===== src/rtl/lcd_scan_pkg.sv =====
package lcd_scan_pkg;
  localparam int DATA_W = 6;
  localparam int LVL_W  = 2;
  localparam int PH_W   = 3;

  typedef logic [LVL_W-1:0] lvl_t;
  typedef logic [2:0]       mode_t;
  typedef logic [PH_W-1:0]  phase_t;

  localparam mode_t MODE_OFF = 3'b111;

  function automatic phase_t phase_count(mode_t m);
    case (m)
      3'b000:  return 3'd4;
      3'b001:  return 3'd3;
      3'b010:  return 3'd2;
      3'b011:  return 3'd3;
      3'b100:  return 3'd1;
      3'b101:  return 3'd5;
      3'b110:  return 3'd6;
      default: return 3'd0;
    endcase
  endfunction

  function automatic logic half_bias(mode_t m);
    return (m == 3'b010) || (m == 3'b011) || (m == 3'b100);
  endfunction

  function automatic lvl_t com_code(logic sel, logic pol, logic half);
    if (sel)  return pol ? 2'd0 : 2'd3;
    if (half) return 2'd1;
    return pol ? 2'd2 : 2'd1;
  endfunction

  function automatic lvl_t seg_code(logic on, logic pol, logic half);
    if (on)   return pol ? 2'd3 : 2'd0;
    if (half) return pol ? 2'd0 : 2'd3;
    return pol ? 2'd1 : 2'd2;
  endfunction
endpackage


===== src/rtl/lcd_seg_store.sv =====
module lcd_seg_store
  import lcd_scan_pkg::*;
#(
  parameter int NUM_SEG = 8,
  parameter int IDX_W   = 3
) (
  input  logic                      clk,
  input  logic                      rst,
  input  logic                      clr,
  input  logic [NUM_SEG-1:0]        map,
  input  logic                      wr_en,
  input  logic [IDX_W-1:0]          wr_idx,
  input  logic [DATA_W-1:0]         wr_data,
  output logic [NUM_SEG*DATA_W-1:0] data_flat
);
  for (genvar i = 0; i < NUM_SEG; i++) begin : g_cell
    logic [DATA_W-1:0] cell_q;
    always_ff @(posedge clk) begin
      if (rst) begin
        cell_q <= '0;
      end else if (clr && map[i]) begin
        cell_q <= '0;
      end else if (wr_en && (wr_idx == IDX_W'(i))) begin
        cell_q <= wr_data;
      end
    end
    assign data_flat[i*DATA_W +: DATA_W] = cell_q;
  end
endmodule


===== src/rtl/lcd_phase_seq.sv =====
module lcd_phase_seq
  import lcd_scan_pkg::*;
(
  input  logic   clk,
  input  logic   rst,
  input  logic   tick,
  input  mode_t  mode_i,
  input  logic   run_i,
  input  logic   show_i,
  output phase_t phase_q,
  output logic   pol_q,
  output logic   show_q,
  output mode_t  mode_q
);
  phase_t cnt;
  logic   restart;

  always_comb begin
    cnt     = phase_count(mode_i);
    restart = !run_i || (mode_i != mode_q) || (cnt == 3'd0);
  end

  always_ff @(posedge clk) begin
    if (rst) begin
      phase_q <= '0;
      pol_q   <= 1'b0;
      show_q  <= 1'b0;
      mode_q  <= '0;
    end else begin
      mode_q <= mode_i;
      show_q <= show_i && (mode_i != MODE_OFF);
      if (restart) begin
        phase_q <= '0;
        pol_q   <= 1'b0;
      end else if (tick) begin
        if (phase_q >= cnt - 3'd1) begin
          phase_q <= '0;
          pol_q   <= ~pol_q;
        end else begin
          phase_q <= phase_q + 3'd1;
        end
      end
    end
  end
endmodule


===== src/rtl/lcd_drive_enc.sv =====
module lcd_drive_enc
  import lcd_scan_pkg::*;
#(
  parameter int NUM_SEG = 8,
  parameter int NUM_COM = 6
) (
  input  phase_t                    phase,
  input  logic                      pol,
  input  logic                      show,
  input  mode_t                     mode,
  input  logic [NUM_SEG*DATA_W-1:0] data_flat,
  input  logic [NUM_SEG-1:0]        lcd_pin,
  output logic [NUM_COM*LVL_W-1:0]  com_lvl,
  output logic [NUM_SEG*LVL_W-1:0]  seg_lvl
);
  logic half;
  assign half = half_bias(mode);

  for (genvar j = 0; j < NUM_COM; j++) begin : g_com
    assign com_lvl[j*LVL_W +: LVL_W] =
      show ? com_code(phase == PH_W'(j), pol, half) : '0;
  end

  for (genvar i = 0; i < NUM_SEG; i++) begin : g_seg
    logic [DATA_W-1:0] word;
    logic              bit_on;
    assign word   = data_flat[i*DATA_W +: DATA_W];
    assign bit_on = word[phase];
    assign seg_lvl[i*LVL_W +: LVL_W] =
      (show && lcd_pin[i]) ? seg_code(bit_on, pol, half) : '0;
  end
endmodule


===== src/rtl/lcd_pin_mux.sv =====
module lcd_pin_mux #(
  parameter int                 NUM_SEG  = 8,
  parameter logic [NUM_SEG-1:0] IN_ONLY  = '0,
  parameter logic [NUM_SEG-1:0] DBG_MASK = '0
) (
  input  logic [NUM_SEG-1:0]   map,
  input  logic                 dbg_en,
  input  logic [NUM_SEG*2-1:0] io_bits,
  output logic [NUM_SEG-1:0]   lcd_pin,
  output logic [NUM_SEG-1:0]   oe,
  output logic [NUM_SEG-1:0]   dout,
  output logic [NUM_SEG-1:0]   pull,
  output logic [NUM_SEG-1:0]   dbg_sel
);
  for (genvar i = 0; i < NUM_SEG; i++) begin : g_pin
    logic taken;
    logic as_io;
    assign taken      = dbg_en && DBG_MASK[i];
    assign as_io      = !map[i] && !taken;
    assign lcd_pin[i] = map[i] && !taken;
    assign oe[i]      = as_io && !IN_ONLY[i] && io_bits[2*i+1];
    assign dout[i]    = as_io && io_bits[2*i];
    assign pull[i]    = as_io && IN_ONLY[i];
    assign dbg_sel[i] = taken;
  end
endmodule


===== src/rtl/lcd_scan_top.sv =====
module lcd_scan_top
  import lcd_scan_pkg::*;
#(
  parameter int                 NUM_SEG      = 8,
  parameter logic [NUM_SEG-1:0] IN_ONLY_MASK = 8'hE0,
  parameter int                 DBG_BASE     = 5,
  localparam int                IDX_W        = (NUM_SEG > 1) ? $clog2(NUM_SEG) : 1,
  localparam int                NUM_COM      = DATA_W
) (
  input  logic                       clk,
  input  logic                       rst,
  input  logic                       scan_tick_i,
  input  logic [2:0]                 mode_i,
  input  logic                       disp_on_i,
  input  logic                       disp_blank_i,
  input  logic                       clr_i,
  input  logic [NUM_SEG-1:0]         map_i,
  input  logic                       dbg_en_i,
  input  logic                       wr_en_i,
  input  logic [IDX_W-1:0]           wr_idx_i,
  input  logic [DATA_W-1:0]          wr_data_i,
  output logic [NUM_COM*LVL_W-1:0]   com_lvl_o,
  output logic [NUM_SEG*LVL_W-1:0]   seg_lvl_o,
  output logic [NUM_SEG-1:0]         seg_drive_o,
  output logic [NUM_SEG-1:0]         gpio_oe_o,
  output logic [NUM_SEG-1:0]         gpio_out_o,
  output logic [NUM_SEG-1:0]         pull_en_o,
  output logic [NUM_SEG-1:0]         dbg_sel_o,
  output logic [PH_W-1:0]            phase_o,
  output logic                       pol_o
);
  localparam logic [NUM_SEG-1:0] DBG_MASK = NUM_SEG'(3'b111) << DBG_BASE;

  logic [NUM_SEG*DATA_W-1:0] data_flat;
  logic [NUM_SEG*2-1:0]      io_bits;
  phase_t                    phase_q;
  logic                      pol_q, show_q;
  mode_t                     mode_q;
  logic [NUM_SEG-1:0]        lcd_pin, oe_c, dout_c, pull_c, dbg_c;
  logic [NUM_COM*LVL_W-1:0]  com_c;
  logic [NUM_SEG*LVL_W-1:0]  seg_c;

  lcd_seg_store #(.NUM_SEG(NUM_SEG), .IDX_W(IDX_W)) store_i (
    .clk(clk), .rst(rst), .clr(clr_i), .map(map_i), .wr_en(wr_en_i),
    .wr_idx(wr_idx_i), .wr_data(wr_data_i), .data_flat(data_flat)
  );

  lcd_phase_seq seq_i (
    .clk(clk), .rst(rst), .tick(scan_tick_i), .mode_i(mode_i),
    .run_i(disp_on_i || disp_blank_i), .show_i(disp_on_i),
    .phase_q(phase_q), .pol_q(pol_q), .show_q(show_q), .mode_q(mode_q)
  );

  for (genvar i = 0; i < NUM_SEG; i++) begin : g_io
    assign io_bits[2*i +: 2] = data_flat[i*DATA_W +: 2];
  end

  lcd_pin_mux #(.NUM_SEG(NUM_SEG), .IN_ONLY(IN_ONLY_MASK), .DBG_MASK(DBG_MASK)) mux_i (
    .map(map_i), .dbg_en(dbg_en_i), .io_bits(io_bits), .lcd_pin(lcd_pin),
    .oe(oe_c), .dout(dout_c), .pull(pull_c), .dbg_sel(dbg_c)
  );

  lcd_drive_enc #(.NUM_SEG(NUM_SEG), .NUM_COM(NUM_COM)) enc_i (
    .phase(phase_q), .pol(pol_q), .show(show_q), .mode(mode_q),
    .data_flat(data_flat), .lcd_pin(lcd_pin), .com_lvl(com_c), .seg_lvl(seg_c)
  );

  always_ff @(posedge clk) begin
    if (rst) begin
      com_lvl_o   <= '0;
      seg_lvl_o   <= '0;
      seg_drive_o <= '0;
      gpio_oe_o   <= '0;
      gpio_out_o  <= '0;
      pull_en_o   <= '0;
      dbg_sel_o   <= '0;
      phase_o     <= '0;
      pol_o       <= 1'b0;
    end else begin
      com_lvl_o   <= com_c;
      seg_lvl_o   <= seg_c;
      seg_drive_o <= lcd_pin;
      gpio_oe_o   <= oe_c;
      gpio_out_o  <= dout_c;
      pull_en_o   <= pull_c;
      dbg_sel_o   <= dbg_c;
      phase_o     <= phase_q;
      pol_o       <= pol_q;
    end
  end
endmodule


===== config.mk =====
export PLATFORM = sky130hd
export DESIGN_NAME = lcd_scan_top
export DESIGN_NICKNAME = d
export VERILOG_FILES = /design/src/rtl/lcd_scan_pkg.sv /design/src/rtl/lcd_seg_store.sv /design/src/rtl/lcd_phase_seq.sv /design/src/rtl/lcd_drive_enc.sv /design/src/rtl/lcd_pin_mux.sv /design/src/rtl/lcd_scan_top.sv
export SDC_FILE = /design/constraint.sdc
export NUM_CORES = 1
export LEC_CHECK = 0
export BUFFER_PORTS_ARGS = -buffer_cell sky130_fd_sc_hd__buf_4
export CORE_UTILIZATION = 55
export DETAILED_ROUTE_END_ITERATION = 6
export PLACE_DENSITY_LB_ADDON = 0.2
export SLEW_MARGIN = 25
export SYNTH_ARGS = -nofsm -noshare
export SYNTH_HDL_FRONTEND = slang
export SYNTH_SLANG_ARGS = --single-unit

===== constraint.sdc =====
create_clock -name clk -period 3.3 [get_ports clk]
set_input_delay 0.165 -clock clk [delete_from_list [all_inputs] [get_ports clk]]
set_output_delay 0.165 -clock clk [all_outputs]
set_load 0.005 [all_outputs]

==> impl_metrics.env, run 1 <==
export IMPL_layout_common_cells="113 x dfxtp_1, 89 x buf_4, 74 x nor2_1"
export IMPL_clock_power_share_pct=54.6
export IMPL_yosysUniqueCellTypes=41
export IMPL_synthArstFlopShare_pct=0
export IMPL_dpl_worst_slack_ps=1040
export IMPL_post_cts_buffers=0
export IMPL_end_kind="register"
export IMPL_worstSkewPairLatency_ps=510
export IMPL_rr_worst_depth=6
export IMPL_hold_path_class="input port to register"
export IMPL_power_per_cell_area_nw_per_um2=579
export IMPL_antennaDiodeCount=0
export IMPL_grt_max_degree=38
export IMPL_cts_resized_gates=0
export IMPL_slew_violations=0
export IMPL_yosysSeqAreaShare_pct=47.8
export IMPL_setup_violations_final=0
export IMPL_num_rows=33
export IMPL_vias=3812
export IMPL_track_usage_pct=27.8
export IMPL_drt_pass1_iterations=5
export IMPL_whs_path_depth=3
export IMPL_final_hold_viol_count=0
export IMPL_cts_buffers=17
export IMPL_post_route_min_period_ps=2290
export IMPL_worstSetupStartpointType="register"
export IMPL_ios=100
export IMPL_synth_top_area_share_pct=47.8
export IMPL_drcViolationCount=0
export IMPL_portBuffers=86
export IMPL_cp_arrival_ps=2690
export IMPL_htreeDepth=4
export IMPL_cts_tree="built"
export IMPL_yosysTopAreaCell="dfxtp_1"
export IMPL_p_seq_share_pct=39.2
export IMPL_netSwitchingFraction_pct=20.6
export IMPL_grt_pass1_vias=3843
export IMPL_die_x_um=94.8
export IMPL_synth_edf_count=0
export IMPL_slew_limit_headroom_pct=52.2
export IMPL_core_um2=8260
export IMPL_final_nets=624
export IMPL_critPathKind="register to register"
export IMPL_wire_per_inst_um=16.5
export IMPL_area_delta_synth_final_pct=31.0
export IMPL_routed_wl_mm=11.6
export IMPL_cp_max_fo=14
export IMPL_min_period_over_period_pct=69.4
export IMPL_initial_core_util_pct=57.3
export IMPL_peakVddDrop_mv=0.369
export IMPL_final_core_util_pct=75.1
export IMPL_die_area_um2=8980
export IMPL_tns_ps=0
export IMPL_grt_pass1_wl_mm=18.6
export IMPL_clock_skew_ps=4.80
export IMPL_p_switching_uw=739
export IMPL_root_buffer="clkbuf_8"
export IMPL_drt_first_iter_violations=177
export IMPL_netlist_area_um2=4730
export IMPL_synthTopCellsByArea="dfxtp_1 48%, mux2i_1 12%, nor2_1 5.9%"
export IMPL_synth_top_flop_cell="dfxtp_1"
export IMPL_p_leak_nw=2.81
export IMPL_post_drt_via_cell_ratio=5.43
export IMPL_clockBufferDepth=2
export IMPL_finalWeightedCongestion=0.800
export IMPL_synth_seq_cells=113
export IMPL_netlist_instances=486
export IMPL_layout_drive_gt1_share_pct=25.1
export IMPL_path_clk_slew_ps=50
export IMPL_pwr_share_comb_pct=6.2
export IMPL_synth_avg_cell_area_um2=9.74
export IMPL_dp_hpwl_mm=7.87
export IMPL_drv_cap=0
export IMPL_layout_commonest_cell="dfxtp_1"
export IMPL_fin_ws_ps=1010
export IMPL_cp_required_ps=3690
export IMPL_rsz0062_at_grt="no"
export IMPL_clock_sinks=113
export IMPL_p_int_mw=2.85
export IMPL_fmax_ghz=0.436
export IMPL_hold_buffers=21
export IMPL_status="complete, no violations"
export IMPL_grt_remaining_overflow=0
export IMPL_tightest_slew_ps=713
export IMPL_ant_nets=0
export IMPL_die_h_um=94.8
export IMPL_ys_warn_count=0
export IMPL_antenna_found_initial=0
sequential cells by signal (all words and copies together), names as in the netlist, 5 cells and up:
signal	count
gpio_oe_o	5
com_lvl_o	12
gpio_out_o	8
seg_lvl_o	16
store_i.g_cell.cell_q	48
seg_drive_o	8
critical path: stages, from the launching register on:
cell	delay, ps
dfxtp_1	700
inv_1	270
ha_1	340
nor2b_1	160
o21ai_0	160
and2_1	210
a2111oi_0	340
worst paths after layout:
path,start,end,slack [ps]
hold reg to reg,store_i.g_cell[6].cell_q[4],store_i.g_cell[6].cell_q[4],490
setup reg to reg,seq_i.phase_q[0],seq_i.phase_q[2],1010
setup / recovery,seq_i.phase_q[0],seq_i.phase_q[2],1010
hold / removal,wr_data_i[0],store_i.g_cell[3].cell_q[0],20
cells in the mapped netlist (7+ instances only):
cell      number
o21ai_0       14
ha_1          12
a21o_1        14
nand2b_1       7
a22oi_1        7
nor2_1        74
nand2_1       25
buf_4         15
nor3b_1       11
buf_1         12
a21oi_1       13
mux2_2        22
clkbuf_1      13
nor2b_1       13
nand3_1       18
and2_1         7
mux2i_1       55
dfxtp_1      113
metal layers:
metal / wire (µm) / vias up / track usage, %
met1: 4800 / 1819 / 31.9
li1: - / 1841 / -
met5: 0 / - / 0
met3: 694 / 19 / 7.57
met2: 5860 / 133 / 49.6
met4: 188 / 0 / 8.96
logic make-up (layout without fill, tap and decap cells):
kind of cell             after synthesis  count (layout)  share of synthesized area, %
AND/OR/NAND/NOR                      172             172                          17.9
multiplexers                          78              78                          17.2
adder cells (fa/ha/maj)               12              12                          3.17
XOR/XNOR                               2               2                         0.370
AO/OA/AOI/OAI                         59              59                          8.25
flip-flops                           113             113                          47.8
buffers and inverters                 49             148                          5.29
other                                  1              13                        0.0792
layout make-up:
cell class	count	area [µm²]
multi-input cells	336	2270
inverters	6	22.5
repair buffers	110	878
well taps	105	131
fillers	563	2060
clock inverters	11	183
clock buffers	21	459
flip-flops and latches	113	2260
stage by stage:
stage / cell area, µm² / hold slack (ps) / power, mW / std cells
floorplan: 4780 / 241 / 1.56 / 498
global placement: 5350 / 374 / 1.63 / 649
detailed placement: 5350 / 377 / 1.63 / 649
CTS: 6200 / 5.59 / 3.60 / 702
global route: 6200 / 17.4 / 3.70 / 702
finish: 6200 / 23.4 / 3.59 / 702
power groups by stage:
stage | Combinational (mW) | Sequential (mW) | Clock (mW)
finish | 0.224 | 1.41 | 1.96
floorplan | 0.126 | 1.43 | 0
detailed placement | 0.200 | 1.43 | 0
global route | 0.245 | 1.41 | 2.05
CTS | 0.222 | 1.41 | 1.97
global placement | 0.195 | 1.43 | 0
(Power assumes the default switching activity.)
==> run 2: changes to the inputs <==
- ABC_AREA: default -> 1
- CORE_UTILIZATION: 55 -> 54
- clock period: 3.3 -> 2.27 ns (I/O delays scaled with it)
==> impl_metrics.env, run 2 <==
export IMPL_status="complete, no violations"
export IMPL_num_rows=33
export IMPL_yosysUniqueCellTypes=31
export IMPL_antenna_found_initial=0
export IMPL_synth_top_area_share_pct=47.5
export IMPL_synthTopCellsByArea="dfxtp_1 47%, nand2_1 11%, a211oi_1 5.0%"
export IMPL_vias=4390
export IMPL_pwr_share_comb_pct=7.0
export IMPL_die_area_um2=9200
export IMPL_fmax_ghz=0.545
export IMPL_netlist_area_um2=4760
export IMPL_yosysTopAreaCell="dfxtp_1"
export IMPL_portBuffers=86
export IMPL_area_delta_synth_final_pct=30.6
export IMPL_worstSkewPairLatency_ps=520
export IMPL_yosysSeqAreaShare_pct=47.5
export IMPL_p_seq_share_pct=39.4
export IMPL_grt_pass1_wl_mm=19.7
export IMPL_synth_commonest_cells="138 x nand2_1, 113 x dfxtp_1, 64 x inv_1"
export IMPL_final_area_um2=6220
export IMPL_ios=100
export IMPL_htreeDepth=4
export IMPL_p_leak_nw=2.91
export IMPL_drt_pass1_iterations=5
export IMPL_synth_top_flop_cell="dfxtp_1"
export IMPL_drcViolationCount=0
export IMPL_peakVddDrop_mv=0.937
export IMPL_layout_common_cells="138 x nand2_1, 113 x dfxtp_1, 91 x buf_4"
export IMPL_reg_top3="store_i.g_cell.cell_q: 48 flops, seg_lvl_o: 16 flops, com_lvl_o: 12 flops"
export IMPL_topRoutingLayerUsed="met4"
export IMPL_cts_buffers=17
export IMPL_track_usage_pct=28.9
export IMPL_tns_ps=0
export IMPL_synth_edf_count=0
export IMPL_root_buffer="clkbuf_8"
export IMPL_die_x_um=95.9
export IMPL_wire_per_inst_um=14.6
export IMPL_finalWeightedCongestion=0.870
export IMPL_min_period_over_period_pct=80.8
export IMPL_met3WireLength_um=709
export IMPL_synth_avg_cell_area_um2=7.73
export IMPL_post_cts_buffers=0
export IMPL_grt_remaining_overflow=0
export IMPL_regMostFlops="store_i.g_cell.cell_q"
export IMPL_drt_first_iter_violations=264
export IMPL_clock_sinks=113
export IMPL_yosysMostFrequentCell="nand2_1"
export IMPL_ant_nets=0
export IMPL_cp_required_ps=2680
export IMPL_layout_drive_gt1_share_pct=19.7
export IMPL_rsz0062_at_grt="no"
export IMPL_cp_arrival_ps=2240
export IMPL_synth_seq_cells=113
export IMPL_ys_warn_count=0
export IMPL_fillCellCount=632
export IMPL_tightest_slew_ps=610
export IMPL_dp_hpwl_mm=7.96
export IMPL_initial_core_util_pct=56.8
export IMPL_final_nets=758
export IMPL_grt_pass1_vias=4152
export IMPL_synthArstFlopShare_pct=0
export IMPL_end_kind="register"
export IMPL_hold_path_class="input port to register"
export IMPL_layout_commonest_cell="nand2_1"
export IMPL_netlist_instances=616
export IMPL_drv_cap=0
export IMPL_clock_skew_ps=4.98
export IMPL_die_h_um=95.9
export IMPL_grt_max_degree=27
export IMPL_p_switching_mw=1.13
export IMPL_power_per_cell_area_nw_per_um2=836
export IMPL_antennaDiodeCount=0
export IMPL_post_drt_via_cell_ratio=5.25
export IMPL_path_clk_slew_ps=50
export IMPL_netSwitchingFraction_pct=21.8
export IMPL_clockBufferDepth=2
export IMPL_post_route_min_period_ps=1830
export IMPL_largest_reg_flops=48
export IMPL_routed_wl_mm=12.2
export IMPL_clock_power_share_pct=53.6
export IMPL_slew_violations=0
export IMPL_p_int_mw=4.07
export IMPL_placed_cell_area_um2=5360
export IMPL_cp_max_fo=8
export IMPL_critPathKind="register to register"
export IMPL_worstSetupStartpointType="register"
export IMPL_setup_violations_final=0
export IMPL_wl_met1_mm=5.10
export IMPL_slew_limit_headroom_pct=59.3
export IMPL_cts_tree="built"
export IMPL_wl_met2_mm=5.99
export IMPL_final_hold_viol_count=0
export IMPL_core_um2=8380
==> run 2: final timing paths <==
| kind | start | depth (start not counted) | slack, ps | endpoint |
|---|---|---|---|---|
| worst max-delay path | seq_i.mode_q[2] | 7 | 440 | seg_lvl_o[13] |
| worst min-delay path | wr_idx_i[0] | 5 | 20 | store_i.g_cell[5].cell_q[5] |
| worst max register to register | seq_i.mode_q[2] | 7 | 440 | seg_lvl_o[13] |
| worst min register to register | store_i.g_cell[3].cell_q[4] | 2 | 460 | store_i.g_cell[3].cell_q[4] |
==> run 2: power by group through the flow <==
stage	clock network [mW]	registers [mW]	logic [mW]
after floorplan	0	2.09	0.213
after global placement	0	2.09	0.316
after detailed placement	0	2.09	0.327
after CTS	2.81	2.05	0.361
after global routing	2.91	2.05	0.408
final	2.79	2.05	0.365
==> run 2: layout make-up <==
type	count	area, µm²	share of cell area, %
sequential	113	2260	36.4
timing repair buffer	114	913	14.7
tap	105	131	2.11
clock buffer	22	473	7.60
clock inverter	10	155	2.49
inverter	73	274	4.40
multi-input combinational	399	2010	32.3
==> run 2: layer usage <==
metal  track usage, %  up-vias
li1                 -     2169
met1             35.3     2032
met2             47.4      154
met3             7.42       35
met5                0        -
met4             13.8        0
==> run 2: stage by stage <==
stage          hold slack, ps  instances  setup WS, ps  power [mW]  util (%)
2_1_floorplan             186        628           635        2.30         -
3_3_place_gp              290        781           628        2.40      64.0
3_5_place_dp              293        781           465        2.42      64.0
4_1_cts                  5.17        836           448        5.22      74.2
5_1_grt                  34.2        836           358        5.37      74.2
6_report                 23.5        836           436        5.20      74.2
==> run 2: cell families (layout without fill, tap and decap cells) <==
group / count (synthesis) / after routing / synth area share [%]
simple gates: 269 / 269 / 23.7
buf+inv: 116 / 219 / 11.2
flops: 113 / 113 / 47.5
compound gates: 102 / 102 / 13.8
fa+ha+maj: 12 / 12 / 3.15
xor+xnor: 3 / 3 / 0.552
other cells: 1 / 13 / 0.0787
==> run 2: worst max-delay path, stage by stage, from the launching register on <==
cell and delay, ps:
dfxtp_1 340, inv_1 60, o21ai_0 440, inv_1 100, ha_1 210, or2_2 370, nand3_1 140, a21oi_1 70
==> run 2: timing repair <==
action / CTS / global route
hold buffers: 23 / 0
endpoints found under the hold margin: 88 / 0
gates resized for setup: 0 / 0
